===== config.mk =====
export PLATFORM = sky130hd
export DESIGN_NAME = sd_spi_init_seq
export DESIGN_NICKNAME = d
export VERILOG_FILES = /design/src/rtl/sdi_pkg.sv /design/src/rtl/sdi_countdown.sv /design/src/rtl/sdi_clk_pick.sv /design/src/rtl/sdi_seq_ctl.sv /design/src/rtl/sd_spi_init_seq.sv
export SDC_FILE = /design/constraint.sdc
export NUM_CORES = 1
export LEC_CHECK = 0
export BUFFER_PORTS_ARGS = -buffer_cell sky130_fd_sc_hd__buf_2
export CORE_MARGIN = 2
export CORE_UTILIZATION = 47
export CTS_BUF_LIST = sky130_fd_sc_hd__clkbuf_16
export DETAILED_ROUTE_END_ITERATION = 8
export PLACE_DENSITY = 0.77
export SYNTH_ARGS = -nofsm -noshare
export SYNTH_HDL_FRONTEND = slang
export SYNTH_SLANG_ARGS = --single-unit

===== constraint.sdc =====
create_clock -name clk -period 1.8 [get_ports clk]
set_input_delay 0.18 -clock clk [delete_from_list [all_inputs] [get_ports clk]]
set_output_delay 0.18 -clock clk [all_outputs]
set_load 0.05 [all_outputs]

===== src/rtl/sdi_pkg.sv =====
// Shared types and bit positions for the SD SPI-mode initialization sequencer.
package sdi_pkg;

    typedef enum logic [2:0] {
        CT_NONE    = 3'd0,
        CT_V1      = 3'd1,
        CT_V2SC    = 3'd2,
        CT_V2HC    = 3'd3,
        CT_UNKNOWN = 3'd4
    } card_t;

    typedef enum logic [2:0] {
        ER_OK        = 3'd0,
        ER_NO_CARD   = 3'd1,
        ER_UNUSABLE  = 3'd2,
        ER_CMD       = 3'd3,
        ER_NOT_READY = 3'd4,
        ER_CLAMP     = 3'd5
    } err_t;

    typedef enum logic [3:0] {
        S_FILL, S_RESET, S_IFCOND, S_OCR_A, S_APP,
        S_OPCOND, S_OCR_B, S_CRCOFF, S_BLKLEN
    } step_t;

    typedef enum logic [2:0] {
        P_IDLE, P_ISSUE, P_WAIT, P_PAUSE, P_DONE
    } phase_t;

    localparam int R1_IDLE_BIT    = 0;
    localparam int R1_ILLEGAL_BIT = 2;
    localparam int R1_CRCERR_BIT  = 3;
    localparam int R1_NORESP_BIT  = 7;
    localparam int OCR_V33_BIT    = 20;
    localparam int OCR_CAP_BIT    = 30;
    localparam logic [11:0] IFCOND_ECHO = 12'h1AA;

endpackage


===== src/rtl/sdi_countdown.sv =====
// Loadable down-counter; 'expired' is high whenever the count sits at zero.
// Assumes load_val fits in W bits; counts one per clock until zero.
module sdi_countdown #(
    parameter int W = 8
) (
    input  logic         clk,
    input  logic         rst_n,
    input  logic         load,
    input  logic [W-1:0] load_val,
    output logic         expired
);
    logic [W-1:0] cnt_q;

    // Load on request, otherwise step down toward zero and stay there.
    always_ff @(posedge clk) begin
        if (!rst_n)             cnt_q <= '0;
        else if (load)          cnt_q <= load_val;
        else if (cnt_q != '0)   cnt_q <= cnt_q - 1'b1;
    end

    assign expired = (cnt_q == '0);
endmodule


===== src/rtl/sdi_clk_pick.sv =====
// Serial-clock divider selection: slow divider during initialization, the
// requested transfer divider (clamped to the fastest legal one) after success.
// Assumes req_div is held steady while a run is in progress.
module sdi_clk_pick #(
    parameter int DIV_W    = 8,
    parameter int INIT_DIV = 250,
    parameter int MIN_DIV  = 4
) (
    input  logic             clk,
    input  logic             rst_n,
    input  logic             revert,
    input  logic             apply,
    input  logic [DIV_W-1:0] req_div,
    output logic             clamped,
    output logic             sck_fast,
    output logic [DIV_W-1:0] sck_div
);
    localparam logic [DIV_W-1:0] SLOW = DIV_W'(INIT_DIV);
    localparam logic [DIV_W-1:0] FLOOR = DIV_W'(MIN_DIV);

    logic [DIV_W-1:0] fast_q;

    assign clamped = (req_div < FLOOR);

    // Latch the (clamped) transfer divider on success; drop back on a new run.
    always_ff @(posedge clk) begin
        if (!rst_n) begin
            sck_fast <= 1'b0;
            fast_q   <= FLOOR;
        end else if (revert) begin
            sck_fast <= 1'b0;
        end else if (apply) begin
            sck_fast <= 1'b1;
            fast_q   <= clamped ? FLOOR : req_div;
        end
    end

    assign sck_div = sck_fast ? fast_q : SLOW;

    // the fast divider never exceeds the transfer-rate ceiling.
    assert_fast_floor_R9: assert property (@(posedge clk) disable iff (!rst_n)
        sck_fast |-> (sck_div >= FLOOR));
    // a new run drops back to the slow divider.
    assert_revert_slow_R11: assert property (@(posedge clk) disable iff (!rst_n)
        revert |=> !sck_fast);
endmodule


===== src/rtl/sdi_seq_ctl.sv =====
// Step sequencer for SD SPI-mode bring-up. Issues one request at a time to
// the command engine, waits for its done pulse, and decides the next step
// from the R1 byte and trailing word. Assumes cmd_done arrives at least one
// cycle after cmd_req and only for an outstanding request.
module sdi_seq_ctl
    import sdi_pkg::*;
#(
    parameter int FILL_BYTES = 10,
    parameter int CMD0_TRIES = 5,
    parameter int BLOCK_LEN  = 512
) (
    input  logic        clk,
    input  logic        rst_n,
    input  logic        start,
    input  logic        cmd_done,
    input  logic [7:0]  cmd_r1,
    input  logic [31:0] cmd_word,
    input  logic        pause_exp,
    input  logic        op_exp,
    input  logic        clamped,
    output logic        cmd_req,
    output logic        cmd_dummy,
    output logic [5:0]  cmd_idx,
    output logic [31:0] cmd_arg,
    output logic        cmd_long,
    output logic        cs_n,
    output logic        pause_load,
    output logic        op_load,
    output logic        clk_apply,
    output logic        clk_revert,
    output logic        init_done,
    output card_t       card_type,
    output err_t        init_err
);
    localparam int FILL_W = $clog2(FILL_BYTES + 1);
    localparam int TRY_W  = $clog2(CMD0_TRIES + 1);
    localparam logic [FILL_W-1:0] FILL_LAST = FILL_W'(FILL_BYTES - 1);
    localparam logic [TRY_W-1:0]  TRY_LAST  = TRY_W'(CMD0_TRIES - 1);

    phase_t            phase_q, phase_d;
    step_t             step_q,  step_d;
    logic [FILL_W-1:0] fill_q,  fill_d;
    logic [TRY_W-1:0]  tries_q, tries_d;
    logic              v2_q,    v2_d;
    card_t             type_q,  type_d;
    err_t              err_q,   err_d;

    logic r1_bad;
    assign r1_bad = cmd_r1[R1_NORESP_BIT] | cmd_r1[R1_CRCERR_BIT];

    // Request fields for the current step.
    always_comb begin
        cmd_idx  = 6'd0;
        cmd_arg  = 32'd0;
        cmd_long = 1'b0;
        unique case (step_q)
            S_FILL:   cmd_idx = 6'd0;
            S_RESET:  cmd_idx = 6'd0;
            S_IFCOND: begin cmd_idx = 6'd8;  cmd_arg = {20'd0, IFCOND_ECHO}; cmd_long = 1'b1; end
            S_OCR_A,
            S_OCR_B:  begin cmd_idx = 6'd58; cmd_long = 1'b1; end
            S_APP:    cmd_idx = 6'd55;
            S_OPCOND: begin cmd_idx = 6'd41; cmd_arg[OCR_CAP_BIT] = v2_q; end
            S_CRCOFF: cmd_idx = 6'd59;
            S_BLKLEN: begin cmd_idx = 6'd16; cmd_arg = 32'(BLOCK_LEN); end
            default:  cmd_idx = 6'd0;
        endcase
    end

    assign cmd_req   = (phase_q == P_ISSUE);
    assign cmd_dummy = (step_q == S_FILL);
    assign cs_n      = !((phase_q == P_ISSUE || phase_q == P_WAIT || phase_q == P_PAUSE)
                         && step_q != S_FILL);
    assign init_done = (phase_q == P_DONE);
    assign card_type = type_q;
    assign init_err  = err_q;

    // Next-step decision from the engine's reply.
    always_comb begin
        phase_d = phase_q; step_d = step_q; fill_d = fill_q; tries_d = tries_q;
        v2_d = v2_q; type_d = type_q; err_d = err_q;
        pause_load = 1'b0; op_load = 1'b0; clk_apply = 1'b0; clk_revert = 1'b0;
        unique case (phase_q)
            P_IDLE: if (start) begin
                clk_revert = 1'b1;
                phase_d = P_ISSUE; step_d = S_FILL; fill_d = '0; tries_d = '0;
                v2_d = 1'b0; type_d = CT_NONE; err_d = ER_OK;
            end
            P_ISSUE: phase_d = P_WAIT;
            P_PAUSE: if (pause_exp) phase_d = P_ISSUE;
            P_DONE:  phase_d = P_IDLE;
            P_WAIT: if (cmd_done) begin
                phase_d = P_ISSUE;
                unique case (step_q)
                    S_FILL: begin
                        if (fill_q == FILL_LAST) step_d = S_RESET;
                        else                     fill_d = fill_q + 1'b1;
                    end
                    S_RESET: begin
                        if (cmd_r1 == 8'h01) step_d = S_IFCOND;
                        else if (tries_q == TRY_LAST) begin
                            phase_d = P_DONE; type_d = CT_NONE; err_d = ER_NO_CARD;
                        end else begin
                            tries_d = tries_q + 1'b1; pause_load = 1'b1; phase_d = P_PAUSE;
                        end
                    end
                    S_IFCOND: begin
                        if (r1_bad) begin
                            phase_d = P_DONE; type_d = CT_UNKNOWN; err_d = ER_CMD;
                        end else if (cmd_r1[R1_ILLEGAL_BIT]) begin
                            v2_d = 1'b0; step_d = S_OCR_A;
                        end else if (cmd_word[11:0] != IFCOND_ECHO) begin
                            phase_d = P_DONE; type_d = CT_UNKNOWN; err_d = ER_UNUSABLE;
                        end else begin
                            v2_d = 1'b1; step_d = S_OCR_A;
                        end
                    end
                    S_OCR_A: begin
                        if (r1_bad || cmd_r1[R1_ILLEGAL_BIT]) begin
                            phase_d = P_DONE; type_d = CT_UNKNOWN; err_d = ER_CMD;
                        end else if (!cmd_word[OCR_V33_BIT]) begin
                            phase_d = P_DONE; type_d = CT_UNKNOWN; err_d = ER_UNUSABLE;
                        end else begin
                            op_load = 1'b1; step_d = S_APP;
                        end
                    end
                    S_APP: step_d = S_OPCOND;
                    S_OPCOND: begin
                        if (cmd_r1[R1_IDLE_BIT] && !op_exp) step_d = S_APP;
                        else if (cmd_r1 != 8'h00) begin
                            phase_d = P_DONE; type_d = CT_UNKNOWN; err_d = ER_NOT_READY;
                        end else if (v2_q) step_d = S_OCR_B;
                        else begin
                            type_d = CT_V1; step_d = S_CRCOFF;
                        end
                    end
                    S_OCR_B: begin
                        if (cmd_r1 != 8'h00) begin
                            phase_d = P_DONE; type_d = CT_UNKNOWN; err_d = ER_CMD;
                        end else begin
                            type_d = cmd_word[OCR_CAP_BIT] ? CT_V2HC : CT_V2SC;
                            step_d = S_CRCOFF;
                        end
                    end
                    S_CRCOFF: begin
                        if (cmd_r1 != 8'h00) begin phase_d = P_DONE; err_d = ER_CMD; end
                        else step_d = S_BLKLEN;
                    end
                    S_BLKLEN: begin
                        phase_d = P_DONE;
                        if (cmd_r1 != 8'h00) err_d = ER_CMD;
                        else begin
                            clk_apply = 1'b1;
                            err_d = clamped ? ER_CLAMP : ER_OK;
                        end
                    end
                    default: phase_d = P_IDLE;
                endcase
            end
            default: phase_d = P_IDLE;
        endcase
    end

    // State registers.
    always_ff @(posedge clk) begin
        if (!rst_n) begin
            phase_q <= P_IDLE; step_q <= S_FILL; fill_q <= '0; tries_q <= '0;
            v2_q <= 1'b0; type_q <= CT_NONE; err_q <= ER_OK;
        end else begin
            phase_q <= phase_d; step_q <= step_d; fill_q <= fill_d; tries_q <= tries_d;
            v2_q <= v2_d; type_q <= type_d; err_q <= err_d;
        end
    end

    // no new request while one is still outstanding.
    assert_single_outstanding_R10: assert property (@(posedge clk) disable iff (!rst_n)
        (phase_q == P_WAIT && !cmd_done) |=> !cmd_req);
    // the end-of-run indication lasts one cycle.
    assert_done_pulse_R10: assert property (@(posedge clk) disable iff (!rst_n)
        init_done |=> !init_done);
    // the reset-command retry counter stays within its limit.
    assert_retry_bound_R3: assert property (@(posedge clk) disable iff (!rst_n)
        tries_q <= TRY_LAST);
    // a missing card is never reported with a detected type.
    assert_nocard_type_R3: assert property (@(posedge clk) disable iff (!rst_n)
        (init_done && init_err == ER_NO_CARD) |-> card_type == CT_NONE);
endmodule


===== src/rtl/sd_spi_init_seq.sv =====
// Top of the SD SPI-mode initialization sequencer: step controller, retry
// pause timer, power-up poll timer and serial-clock divider selection.
// Assumes a command engine that answers each request with one cmd_done pulse.
module sd_spi_init_seq
    import sdi_pkg::*;
#(
    parameter int SYS_CLK_KHZ  = 100000,
    parameter int INIT_KHZ     = 400,
    parameter int MAX_XFER_KHZ = 25000,
    parameter int DIV_W        = 8,
    parameter int FILL_BYTES   = 10,
    parameter int CMD0_TRIES   = 5,
    parameter int PAUSE_CYC    = 1000,
    parameter int OP_TMO_CYC   = 100000,
    parameter int BLOCK_LEN    = 512
) (
    input  logic             clk,
    input  logic             rst_n,
    input  logic             start,
    input  logic [DIV_W-1:0] xfer_div,
    output logic             cmd_req,
    output logic             cmd_dummy,
    output logic [5:0]       cmd_idx,
    output logic [31:0]      cmd_arg,
    output logic             cmd_long,
    input  logic             cmd_done,
    input  logic [7:0]       cmd_r1,
    input  logic [31:0]      cmd_word,
    output logic             cs_n,
    output logic             sck_fast,
    output logic [DIV_W-1:0] sck_div,
    output logic [2:0]       card_type,
    output logic             card_hc,
    output logic             init_done,
    output logic [2:0]       init_err
);
    localparam int INIT_DIV = (SYS_CLK_KHZ + INIT_KHZ - 1) / INIT_KHZ;
    localparam int MIN_DIV  = (SYS_CLK_KHZ + MAX_XFER_KHZ - 1) / MAX_XFER_KHZ;
    localparam int PAUSE_W  = $clog2(PAUSE_CYC + 1);
    localparam int TMO_W    = $clog2(OP_TMO_CYC + 1);

    logic  pause_load, pause_exp, op_load, op_exp;
    logic  clk_apply, clk_revert, clamped;
    card_t type_w;
    err_t  err_w;

    sdi_seq_ctl #(
        .FILL_BYTES (FILL_BYTES),
        .CMD0_TRIES (CMD0_TRIES),
        .BLOCK_LEN  (BLOCK_LEN)
    ) ctl_i (
        .clk, .rst_n, .start, .cmd_done, .cmd_r1, .cmd_word,
        .pause_exp, .op_exp, .clamped,
        .cmd_req, .cmd_dummy, .cmd_idx, .cmd_arg, .cmd_long, .cs_n,
        .pause_load, .op_load, .clk_apply, .clk_revert,
        .init_done, .card_type(type_w), .init_err(err_w)
    );

    sdi_countdown #(.W(PAUSE_W)) pause_i (
        .clk, .rst_n, .load(pause_load), .load_val(PAUSE_W'(PAUSE_CYC)), .expired(pause_exp)
    );

    sdi_countdown #(.W(TMO_W)) optmo_i (
        .clk, .rst_n, .load(op_load), .load_val(TMO_W'(OP_TMO_CYC)), .expired(op_exp)
    );

    sdi_clk_pick #(
        .DIV_W (DIV_W), .INIT_DIV (INIT_DIV), .MIN_DIV (MIN_DIV)
    ) clk_i (
        .clk, .rst_n, .revert(clk_revert), .apply(clk_apply), .req_div(xfer_div),
        .clamped, .sck_fast, .sck_div
    );

    assign card_type = type_w;
    assign init_err  = err_w;
    assign card_hc   = (type_w == CT_V2HC);

    // filler bytes go out deselected and on the slow clock.
    assert_fill_deselected_R2: assert property (@(posedge clk) disable iff (!rst_n)
        (cmd_req && cmd_dummy) |-> (cs_n && !sck_fast));
    // a clean finish always leaves the fast clock selected.
    assert_ok_goes_fast_R9: assert property (@(posedge clk) disable iff (!rst_n)
        (init_done && (init_err == 3'd0 || init_err == 3'd5)) |-> sck_fast);
    // the card is deselected when a run ends.
    assert_done_deselect_R10: assert property (@(posedge clk) disable iff (!rst_n)
        init_done |-> cs_n);
endmodule


=== Word level (Yosys, flattened, before mapping) ===
Index checks and enable logic that the tools add are counted.

* Mux-type cells: 103
* Bitwise logic cells: 3
* Eq/ne operators: 49
* Magnitude comparators: 1
* Reductions and logical operators: 33
* Add/subtract/negate cells: 4

{| class="wikitable"
|+ Operators by type and width
! operator !! number
|-
| 2-to-1 mux 3 bit || 42
|-
| 2-to-1 mux 4 bit || 16
|-
| != test 3 bit (second input constant) || 13
|-
| case mux 6 bit (6 select lines) || 1
|-
| 2-to-1 mux 17 bit || 2
|-
| case mux 4 bit (8 select lines) || 1
|-
| 2-to-1 mux 1 bit || 26
|-
| case mux 3 bit (7 select lines) || 1
|-
| 2-to-1 mux 10 bit || 2
|-
| case mux 10 bit (2 select lines) || 1
|-
| != test 2 bit (second input constant) || 9
|-
| case mux 3 bit (2 select lines) || 3
|-
| case mux 3 bit (6 select lines) || 1
|-
| zero test 17 bit || 1
|-
| nonzero test 17 bit || 1
|-
| subtractor 17 x 1 -> 17 bit (second input constant) || 1
|-
| equality test 4 x 3 -> 1 bit (second input constant) || 4
|-
| 2-to-1 mux 8 bit || 2
|-
| != test 4 bit (second input constant) || 4
|-
| case mux 4 bit (2 select lines) || 2
|-
| case mux 3 bit (5 select lines) || 1
|-
| AND reduction 13 bit || 1
|-
| != test 12 x 9 -> 1 bit (second input constant) || 1
|-
| case mux 3 bit (4 select lines) || 1
|-
| 37 further kinds || 56
|}

* Word-level logic and storage cells: 206
* Register bits: 57
* Output and inout port bits: 59
* Input bits: 52

=== Depth between registers and ports, before layout ===
Gate-level depths: netlist of the first run.

* Depth after elaboration: 7
* Mapped depth: 9
* Mapped depth without buffers: 8

=== By module ===
From an unflattened synthesis of the first run, not the netlist that was laid out.

* Cell total of the unflattened synthesis: 481
* Area total of the unflattened synthesis: 3860.0 µm²

{| class="wikitable"
|+ Modules (own cells, without submodules)
! module !! seq. area each (µm²) !! instances !! area an instance (µm²) !! cells an instance
|-
| sdi_seq_ctl || 420.4 || 1 || 1951.9 || 253
|-
| sdi_countdown (optmo_i) || 340.3 || 1 || 919.6 || 111
|-
| sdi_countdown (pause_i) || 200.2 || 1 || 573.0 || 65
|-
| sdi_clk_pick || 180.2 || 1 || 399.1 || 49
|-
| sd_spi_init_seq || 0.0 || 1 || 16.3 || 3
|}

=== Worst setup path after synthesis of the first run ===
OpenSTA, ideal clock, no wires.

* Kind: flip-flop to flip-flop
* Start point: reg ctl_i.step_q[3]
* End point: reg ctl_i.err_q[0], in the netlist ctl_i.init_err[0]
* Stages on the path, launching flop included: 8
* Arrival: 2473 ps
* Path buffers: 1
* Period minus slack after synthesis: 2592 ps
* Path slack: -792 ps
* Cells stage by stage: dfxtp_1 nor4b_2 nand2_1 nor3_1 nor2_1 and3_1 buf_2 mux2i_1

* Word-level cells in the longest chain between the ends: 5

{| class="wikitable"
|+ RTL lines
! what !! RTL line !! RTL
|-
| start, declared || sdi_seq_ctl.sv:41 || <nowiki>step_t step_q, step_d;</nowiki>
|-
| start signal, assigned || sdi_seq_ctl.sv:170 || <nowiki>phase_q <= phase_d; step_q <= step_d; fill_q <= fill_d; tries_q <= tries_d;</nowiki>
|-
| equality test 4 x 3 -> 1 bit || sdi_seq_ctl.sv:94 || <nowiki>unique case (step_q)</nowiki>
|-
| OR reduction 2 bit (no line) || n/a ||
|-
| case mux 3 bit (6 select lines) || sdi_seq_ctl.sv:94 ||
|-
| 2-to-1 mux 3 bit || sdi_seq_ctl.sv:92 || <nowiki>P_WAIT: if (cmd_done) begin</nowiki>
|-
| case mux 3 bit (2 select lines) || sdi_seq_ctl.sv:83 || <nowiki>unique case (phase_q)</nowiki>
|-
| end signal, assigned || sdi_seq_ctl.sv:171 || <nowiki>v2_q <= v2_d; type_q <= type_d; err_q <= err_d;</nowiki>
|-
| end, declared || sdi_seq_ctl.sv:46 || <nowiki>err_t err_q, err_d;</nowiki>
|}

Parallel ways exist; a longest one is shown, timed or not. The select of a mux whose other input is x is not followed.
A chain may end at the register's enable or synchronous reset.

=== Worst setup path after layout of the first run ===
* Start point: reg optmo_i.cnt_q[9]
* End point: reg ctl_i.err_q[0], in the netlist ctl_i.init_err[0]

* Word-level cells in the longest chain between the ends: 5

{| class="wikitable"
|+ RTL lines
! what !! RTL line !! RTL
|-
| start, declared || sdi_countdown.sv:12 || <nowiki>logic [W-1:0] cnt_q;</nowiki>
|-
| start signal, assigned || sdi_countdown.sv:17 || <nowiki>else if (load) cnt_q <= load_val;</nowiki>
|-
| start signal, assigned || sdi_countdown.sv:18 || <nowiki>else if (cnt_q != '0) cnt_q <= cnt_q - 1'b1;</nowiki>
|-
| zero test 17 bit || sdi_countdown.sv:21 || <nowiki>assign expired = (cnt_q == '0);</nowiki>
|-
| zero test 1 bit || sdi_seq_ctl.sv:129 || <nowiki>if (cmd_r1[R1_IDLE_BIT] && !op_exp) step_d = S_APP;</nowiki>
|-
| logical AND 1 bit || sdi_seq_ctl.sv:129 ||
|-
| != test 3 bit (no line) || n/a ||
|-
| AND reduction 12 bit (no line) || n/a ||
|}

Every way passes these cells.

==> results.json, run 1 <==
{
  "status": "complete, but fails checks",
  "violations": "negative setup slack",
  "nFillCells": 501,
  "drc_errors": 0,
  "maxSlewViolCount": 0,
  "nets": 673,
  "holdPathStages": 3,
  "rrSetupSlack_ns": -0.11,
  "cts_hold_buf": 0,
  "cts.clk_slew.worst_paths_ns": 0.05,
  "grt_pass1_vias": 3683,
  "ant_nets": 0,
  "syn-cell-area_um2": 3590,
  "via_per_inst": 5.46,
  "final_common_cell": "buf_4",
  "synth_area_leaders": "dfxtp_1 32%, nand2_1 6.6%, nor2_1 6.3%, buf_4 6.1%, a21oi_1 4.6%",
  "final_cell_mix": "83 x buf_4, 57 x buf_2, 56 x nand2_1",
  "rows": 31,
  "drt_first_pass_iters": 8,
  "startpoint_type": "flip-flop",
  "clock_skew_ns": 0.00782,
  "worst_path_max_delay_cell": "nor4_2",
  "hold_viol_final": 0,
  "antenna_found_initial": 0,
  "cts_made_buffers": 9,
  "end_kind": "flip-flop",
  "clk_path_buf_depth": 2,
  "final-setup-viol-count": 15,
  "place.gp.congestion": 0.925,
  "start_util_pct": 48.9,
  "yosysTopAreaCell": "dfxtp_1",
  "final.min_clock_period_ns": 1.91,
  "fmaxAchievable_mhz": 524,
  "drt-total-wl_mm": 11.3,
  "r2r-end": "ctl_i.init_err[0]",
  "power_leakage_nw": 2.34,
  "vdd_ir_drop_max_mv": 0.999,
  "netlist.area_leader.share_pct": 31.8,
  "yosys_warnings": 0,
  "cpPeakStageDelay_ns": 0.43,
  "power_mw": 6.79,
  "worstSetupPathType": "flip-flop to flip-flop",
  "rr_worst_depth": 7,
  "syn_area_per_cell_um2": 7.83,
  "grt_first_pass_wirelength_mm": 17.0,
  "reg2reg_from": "optmo_i.cnt_q[9]",
  "critPathMaxFanout": 3,
  "wl_per_cell_um": 15.8,
  "grt_max_degree": 15,
  "cts_num_sinks": 57,
  "async_reset_ff_share_pct": 0,
  "timing.final.ws_setup_ns": -0.109,
  "synth_cells": 458,
  "diodes": 0,
  "worstPathCellList": "nor4_2, nand4_4, buf_6, and2_4, a21oi_2, and3_4, mux2i_1",
  "min_from": "xfer_div[7]",
  "route.vias.total": 3921,
  "die_h_um": 91.3,
  "port_buffers": 67,
  "hold_path_end": "clk_i.fast_q[7]",
  "overflow": 0,
  "tritoncts": "done",
  "grt_usage_pct": 25.1,
  "synth-seq-cells": 57,
  "rsz0062_at_grt": "true",
  "required_ns": 2.05,
  "core_um2": 7330,
  "synth_ff_type": "dfxtp_1",
  "h-tree-depth": 3,
  "period_share_pct": 106,
  "synth_edf_count": 0,
  "hold_slack_ns": 0.119,
  "clk_latency_ns": 0.32,
  "hold_path_class": "input port to flip-flop",
  "ioPinCount": 111,
  "drive_gt1_share_pct": 42.8,
  "ys_seq_area_share_pct": 31.8,
  "area_growth_pct": 49.6,
  "fp.dieW_um": 91.3,
  "power_density_nw_per_um2": 1270,
  "cts_root_buffer": "clkbuf_16",
  "drt_iter0_drc": 425,
  "crit_arrival_ns": 2.16,
  "synth_cell_types": 71,
  "hpwlAfterDp_mm": 7.48,
  "drv_cap": 0,
  "dieArea_um2": 8340
}
-- final cells by class --
type	instances	area, µm²	share of cell area [%]
flip-flops and latches	57	1160	21.6
multi-input cells	367	2540	47.3
well taps	99	124	2.31
repair buffers	167	1210	22.6
clock inverters	7	62.6	1.17
inverters	12	45.0	0.840
clock buffers	9	225	4.20
-- worst max-delay path: cells and delay by family (launching register included) --
family	cells	cell delay [ns]
AOI/OAI and AO/OA	1	0.18
buffers and inverters	1	0.16
muxes	1	0.20
and+or+nand+nor	4	0.97
DFF	1	0.32
-- cell families (layout without fill, tap and decap cells) --
| family | Yosys count | count (layout) | synth area share (%) |
|---|---|---|---|
| multiplexers | 14 | 14 | 3.98 |
| XOR/XNOR | 21 | 21 | 5.13 |
| adder cells (fa/ha/maj) | 7 | 7 | 2.44 |
| other | 1 | 25 | 0.105 |
| flip-flops | 57 | 57 | 31.8 |
| AO/OA/AOI/OAI | 76 | 76 | 13.7 |
| AND/OR/NAND/NOR | 224 | 224 | 33.3 |
| buffers and inverters | 58 | 195 | 9.60 |
-- metal layers --
layer / wire [µm] / vias to the layer above / GRT usage, %
met5: 0 / - / 0
met2: 5630 / 188 / 43.8
li1: - / 1846 / -
met1: 4500 / 1846 / 30.4
met4: 286 / 0 / 8.21
met3: 924 / 41 / 5.73
-- cells in the mapped netlist, drive strengths merged (3+ instances only) --
master / number
xor2: 11
or4b: 3
and2: 8
nand2b: 11
nand2: 63
inv: 11
o21ai: 14
dfxtp: 57
nor4b: 3
nor2b: 5
a211oi: 3
nor2: 61
nor3: 18
and3: 6
buf: 40
nand4: 5
clkbuf: 6
nor4: 9
a21oi: 35
a31oi: 7
mux2i: 12
o31ai: 3
or3: 6
xnor2: 10
nand3: 13
ha: 7
-- power breakdown --
group | switching, mW | total (mW) | leakage [nW] | internal, mW
clock | 0.578 | 1.63 | 0.150 | 1.06
combinational | 1.68 | 3.38 | 1.73 | 1.70
sequential | 0.243 | 1.78 | 0.468 | 1.53
total | 2.50 | 6.79 | 2.34 | 4.29
-- what timing repair did --
action / in CTS / in global routing
resized for setup: 44 / 63
cloned: 0 / 0
pin swaps: 15 / 28
endpoints found under the setup margin: 37 / 52
buffers inserted: 7 / 14
-- registers in the layout, summed over array words and instances (netlist names) --
name	flops
optmo_i.cnt_q	17
pause_i.cnt_q	10
clk_i.fast_q	8
ctl_i.fill_q	4
ctl_i.step_q	4
ctl_i.card_type	3
ctl_i.init_err	3
ctl_i.phase_q	3
ctl_i.tries_q	3
clk_i.sck_fast	1
ctl_i.v2_q	1
-- stage by stage --
| stage | std cells | util (%) | worst slack (ns) | TNS (ns) | cell area [µm²] |
|---|---|---|---|---|---|
| finish | 718 | 73.2 | -0.109 | -0.612 | 5360 |
| global route | 718 | 73.2 | -0.160 | -2.01 | 5360 |
| CTS | 705 | 68.6 | -0.0577 | -0.161 | 5030 |
| detailed placement | 682 | 61.8 | -0.212 | -2.17 | 4530 |
| global placement | 682 | 61.8 | -0.142 | -1.50 | 4530 |
| floorplan | 482 | - | -0.273 | -4.11 | 3760 |
-- worst max path at each step --
| stage | from | to | slack [ns] | cells past startpoint |
|---|---|---|---|---|
| 2_1_floorplan | ctl_i.step_q[2] | ctl_i.init_err[0] | -0.27 | 7 |
| 3_3_place_gp | pause_i.cnt_q[7] | ctl_i.phase_q[1] | -0.14 | 6 |
| 3_5_place_dp | pause_i.cnt_q[7] | ctl_i.phase_q[1] | -0.21 | 6 |
| 4_1_cts | optmo_i.cnt_q[1] | optmo_i.cnt_q[7] | -0.06 | 9 |
| 5_1_grt | optmo_i.cnt_q[1] | ctl_i.init_err[0] | -0.16 | 9 |
| 6_report | optmo_i.cnt_q[9] | ctl_i.init_err[0] | -0.11 | 7 |
Note: power is estimated with default switching activity, not from simulation.
==> run 2, diff against run 1 <==
ABC_AREA = 0   (was not set)
CORE_UTILIZATION = 48   (was 47)
PLACE_DENSITY = 0.78   (was 0.77)
SYNTH_HIERARCHICAL = 1   (was not set)
==> run 2 against run 1 <==
  * The run still ends with negative setup slack left
  * Critical path depth is 5 higher
  * Clock power is 12% higher
  * Synthesized cell count is 5.0% higher
  * Sequential cell count stayed put
  * Power is 17% higher
  * Fmax is 29% lower
  * Largest cell class unchanged
  * Highest routed layer unchanged
==> results.json, run 2 <==
{
  "largest_register_ffs": 17,
  "startpoint_type": "flip-flop",
  "port_buffers": 67,
  "slew_headroom_pct": 50.1,
  "nets": 751,
  "die_h_um": 93.7,
  "diodes": 0,
  "drt_iter0_drc": 361,
  "yosysMostFrequentCell": "nand2_1",
  "p_sw_share_pct": 38.1,
  "min_from": "xfer_div[0]",
  "power_mw": 7.92,
  "async_reset_ff_share_pct": 0,
  "p_switching_mw": 3.02,
  "dieArea_um2": 8780,
  "overflow": 0,
  "cpPeakStageDelay_ns": 0.48,
  "rrSetupSlack_ns": -0.90,
  "start_util_pct": 49.7,
  "critPathMaxFanout": 4,
  "violations": "negative setup slack",
  "top_register": "optmo_i/cnt_q",
  "wl_per_cell_um": 18.8,
  "end_kind": "flip-flop",
  "hold_slack_ns": 0.0990,
  "yosys_warnings": 6,
  "reg2reg_from": "optmo_i/cnt_q[0]",
  "synth_cell_types": 79,
  "hpwlAfterDp_mm": 8.11,
  "cts_num_sinks": 57,
  "crit_arrival_ns": 2.92,
  "nFillCells": 463,
  "ioPinCount": 111,
  "grt_pass1_vias": 4287,
  "clk_path_buf_depth": 2,
  "cts.clk_slew.worst_paths_ns": 0.06,
  "antenna_found_initial": 0,
  "timing.final.ws_setup_ns": -0.898,
  "drt_first_pass_iters": 5,
  "route.vias.total": 4576,
  "yosysTopAreaCell": "dfxtp_1",
  "synth_cells": 481,
  "final_common_cell": "buf_4",
  "place.gp.congestion": 0.910,
  "synth_area_leaders": "dfxtp_1 30%, nand2_1 6.5%, buf_4 5.8%, a21oi_1 3.5%, mux2i_1 3.1%",
  "drc_errors": 0,
  "path_buf_inv": 2,
  "grt_max_degree": 24,
  "cts_made_buffers": 9,
  "pre_cts_ws_ns": -0.748,
  "cp_top_family": "simple AND/OR/NAND/NOR gates",
  "grt_first_pass_wirelength_mm": 20.1,
  "drt-total-wl_mm": 15.1,
  "pwr-share-comb_pct": 55.6,
  "worst_path_max_delay_cell": "or4b_4",
  "holdPathStages": 3,
  "syn_area_per_cell_um2": 8.02,
  "vdd_ir_drop_max_mv": 0.580,
  "required_ns": 2.02,
  "pwr-share-seq_pct": 21.3,
  "rr_worst_depth": 12,
  "fp.dieW_um": 93.7,
  "status": "complete, but fails checks",
  "rows": 32,
  "power_density_nw_per_um2": 1260,
  "core_um2": 7770,
  "period_share_pct": 150,
  "tritoncts": "done",
  "power.share.clock_pct": 23.1,
  "hold_viol_final": 0,
  "ant_nets": 0,
  "final.min_clock_period_ns": 2.70,
  "grt_usage_pct": 29.1,
  "multi_input_area_um2": 3050,
  "rsz0062_at_grt": "true",
  "drv_cap": 0,
  "worstPathCellList": "inv_2, ha_4, or4b_4, nor4b_4, nand2_2, inv_2, nand2b_4, a21oi_2, o32ai_2, a21oi_2, and4_1, o31a_1",
  "synth-seq-cells": 57,
  "cts_root_buffer": "clkbuf_16",
  "synth_ff_type": "dfxtp_1",
  "drive_gt1_share_pct": 47.7,
  "seqCellArea_um2": 1160,
  "clock_skew_ns": 0.0114,
  "power_leakage_nw": 2.75,
  "reg.largest.list": "optmo_i/cnt_q: 17 flops, pause_i/cnt_q: 10 flops, clk_i/fast_q: 8 flops",
  "worstSetupPathType": "flip-flop to flip-flop",
  "netlist.area_leader.share_pct": 29.6,
  "h-tree-depth": 3,
  "clk_latency_ns": 0.33,
  "synth_edf_count": 0,
  "area_growth_pct": 62.3,
  "syn-cell-area_um2": 3860,
  "synthTopCellsByCount": "67 x nand2_1, 57 x dfxtp_1, 30 x buf_4, 30 x nor2_1, 27 x a21oi_1",
  "ys_seq_area_share_pct": 29.6,
  "via_per_inst": 5.72,
  "hold_path_end": "clk_i/fast_q[0]",
  "worst_pin_slew_ns": 0.729,
  "fmaxAchievable_mhz": 371,
  "power.internal_mw": 4.90,
  "final-setup-viol-count": 58,
  "r2r-end": "ctl_i/step_q[2]",
  "final_cell_mix": "100 x buf_4, 58 x nand2_1, 54 x buf_2",
  "hold_path_class": "input port to flip-flop",
  "maxSlewViolCount": 0
}
run 2: logic make-up (layout without fill, tap and decap cells):
family / count (synthesis) / count (layout) / share of synthesized area, %
mux: 15 / 15 / 4.08
fa+ha+maj: 6 / 6 / 1.94
buf+inv: 62 / 228 / 9.11
simple gates: 229 / 230 / 35.4
compound gates: 90 / 90 / 15.3
flops: 57 / 57 / 29.6
xor+xnor: 19 / 19 / 4.31
other cells: 3 / 53 / 0.292
run 2: through the flow:
stage,utilization (%),cell area (µm²),setup TNS (ns),instances
finish,80.7,6270,-14.96,800
floorplan,-,4190,-11.55,531
global route,80.7,6270,-18.40,800
global placement,65.6,5090,-11.47,750
CTS,75.0,5830,-8.73,783
detailed placement,65.6,5090,-13.07,750
run 2: area by class of cell:
class,count,area share (%)
clock buffers,9,3.59
clock inverters,7,1.38
inverters,15,0.978
multi-input cells,413,48.7
flip-flops and latches,57,18.5
well taps,102,2.04
repair buffers,197,24.9
run 2: worst max path at each step:
stage | from | to | slack, ns | cells after the start
after floorplan | optmo_i/cnt_q[1] | ctl_i/step_q[2] | -0.81 | 12
after global placement | optmo_i/cnt_q[1] | ctl_i/step_q[3] | -0.66 | 12
after detailed placement | optmo_i/cnt_q[1] | ctl_i/step_q[0] | -0.75 | 12
after CTS | optmo_i/cnt_q[1] | ctl_i/init_err[1] | -0.69 | 11
after global routing | optmo_i/cnt_q[0] | ctl_i/step_q[2] | -0.95 | 12
final | optmo_i/cnt_q[0] | ctl_i/step_q[2] | -0.90 | 12
run 2: timing repair:
item                       in CTS  in global routing
gates cloned                    1                  0
hold buffers                    0                  0
pin swaps                      20                 43
setup endpoints to repair      59                 65
gates resized for setup        83                 74
buffers inserted               16                 19
run 2: power by group through the flow:
stage               registers, mW  logic [mW]  clock network (mW)
global route                 1.71        4.71                1.90
global placement             1.67        3.14                   0
finish                       1.69        4.40                1.83
detailed placement           1.69        3.25                   0
CTS                          1.67        3.69                1.82
floorplan                    1.76        2.04                   0
run 2: routing by layer:
layer	routed length, µm	vias up	global-route usage [%]
met5	0	-	0
met4	846	0	18.5
met3	1160	84	5.62
met2	7610	284	50.2
met1	5440	2148	32.7
li1	-	2060	-
run 2: worst min-delay path, cell delays in order:
cell	delay [ns]
buf_2	0.09
nand3_1	0.06
o21ai_1	0.05
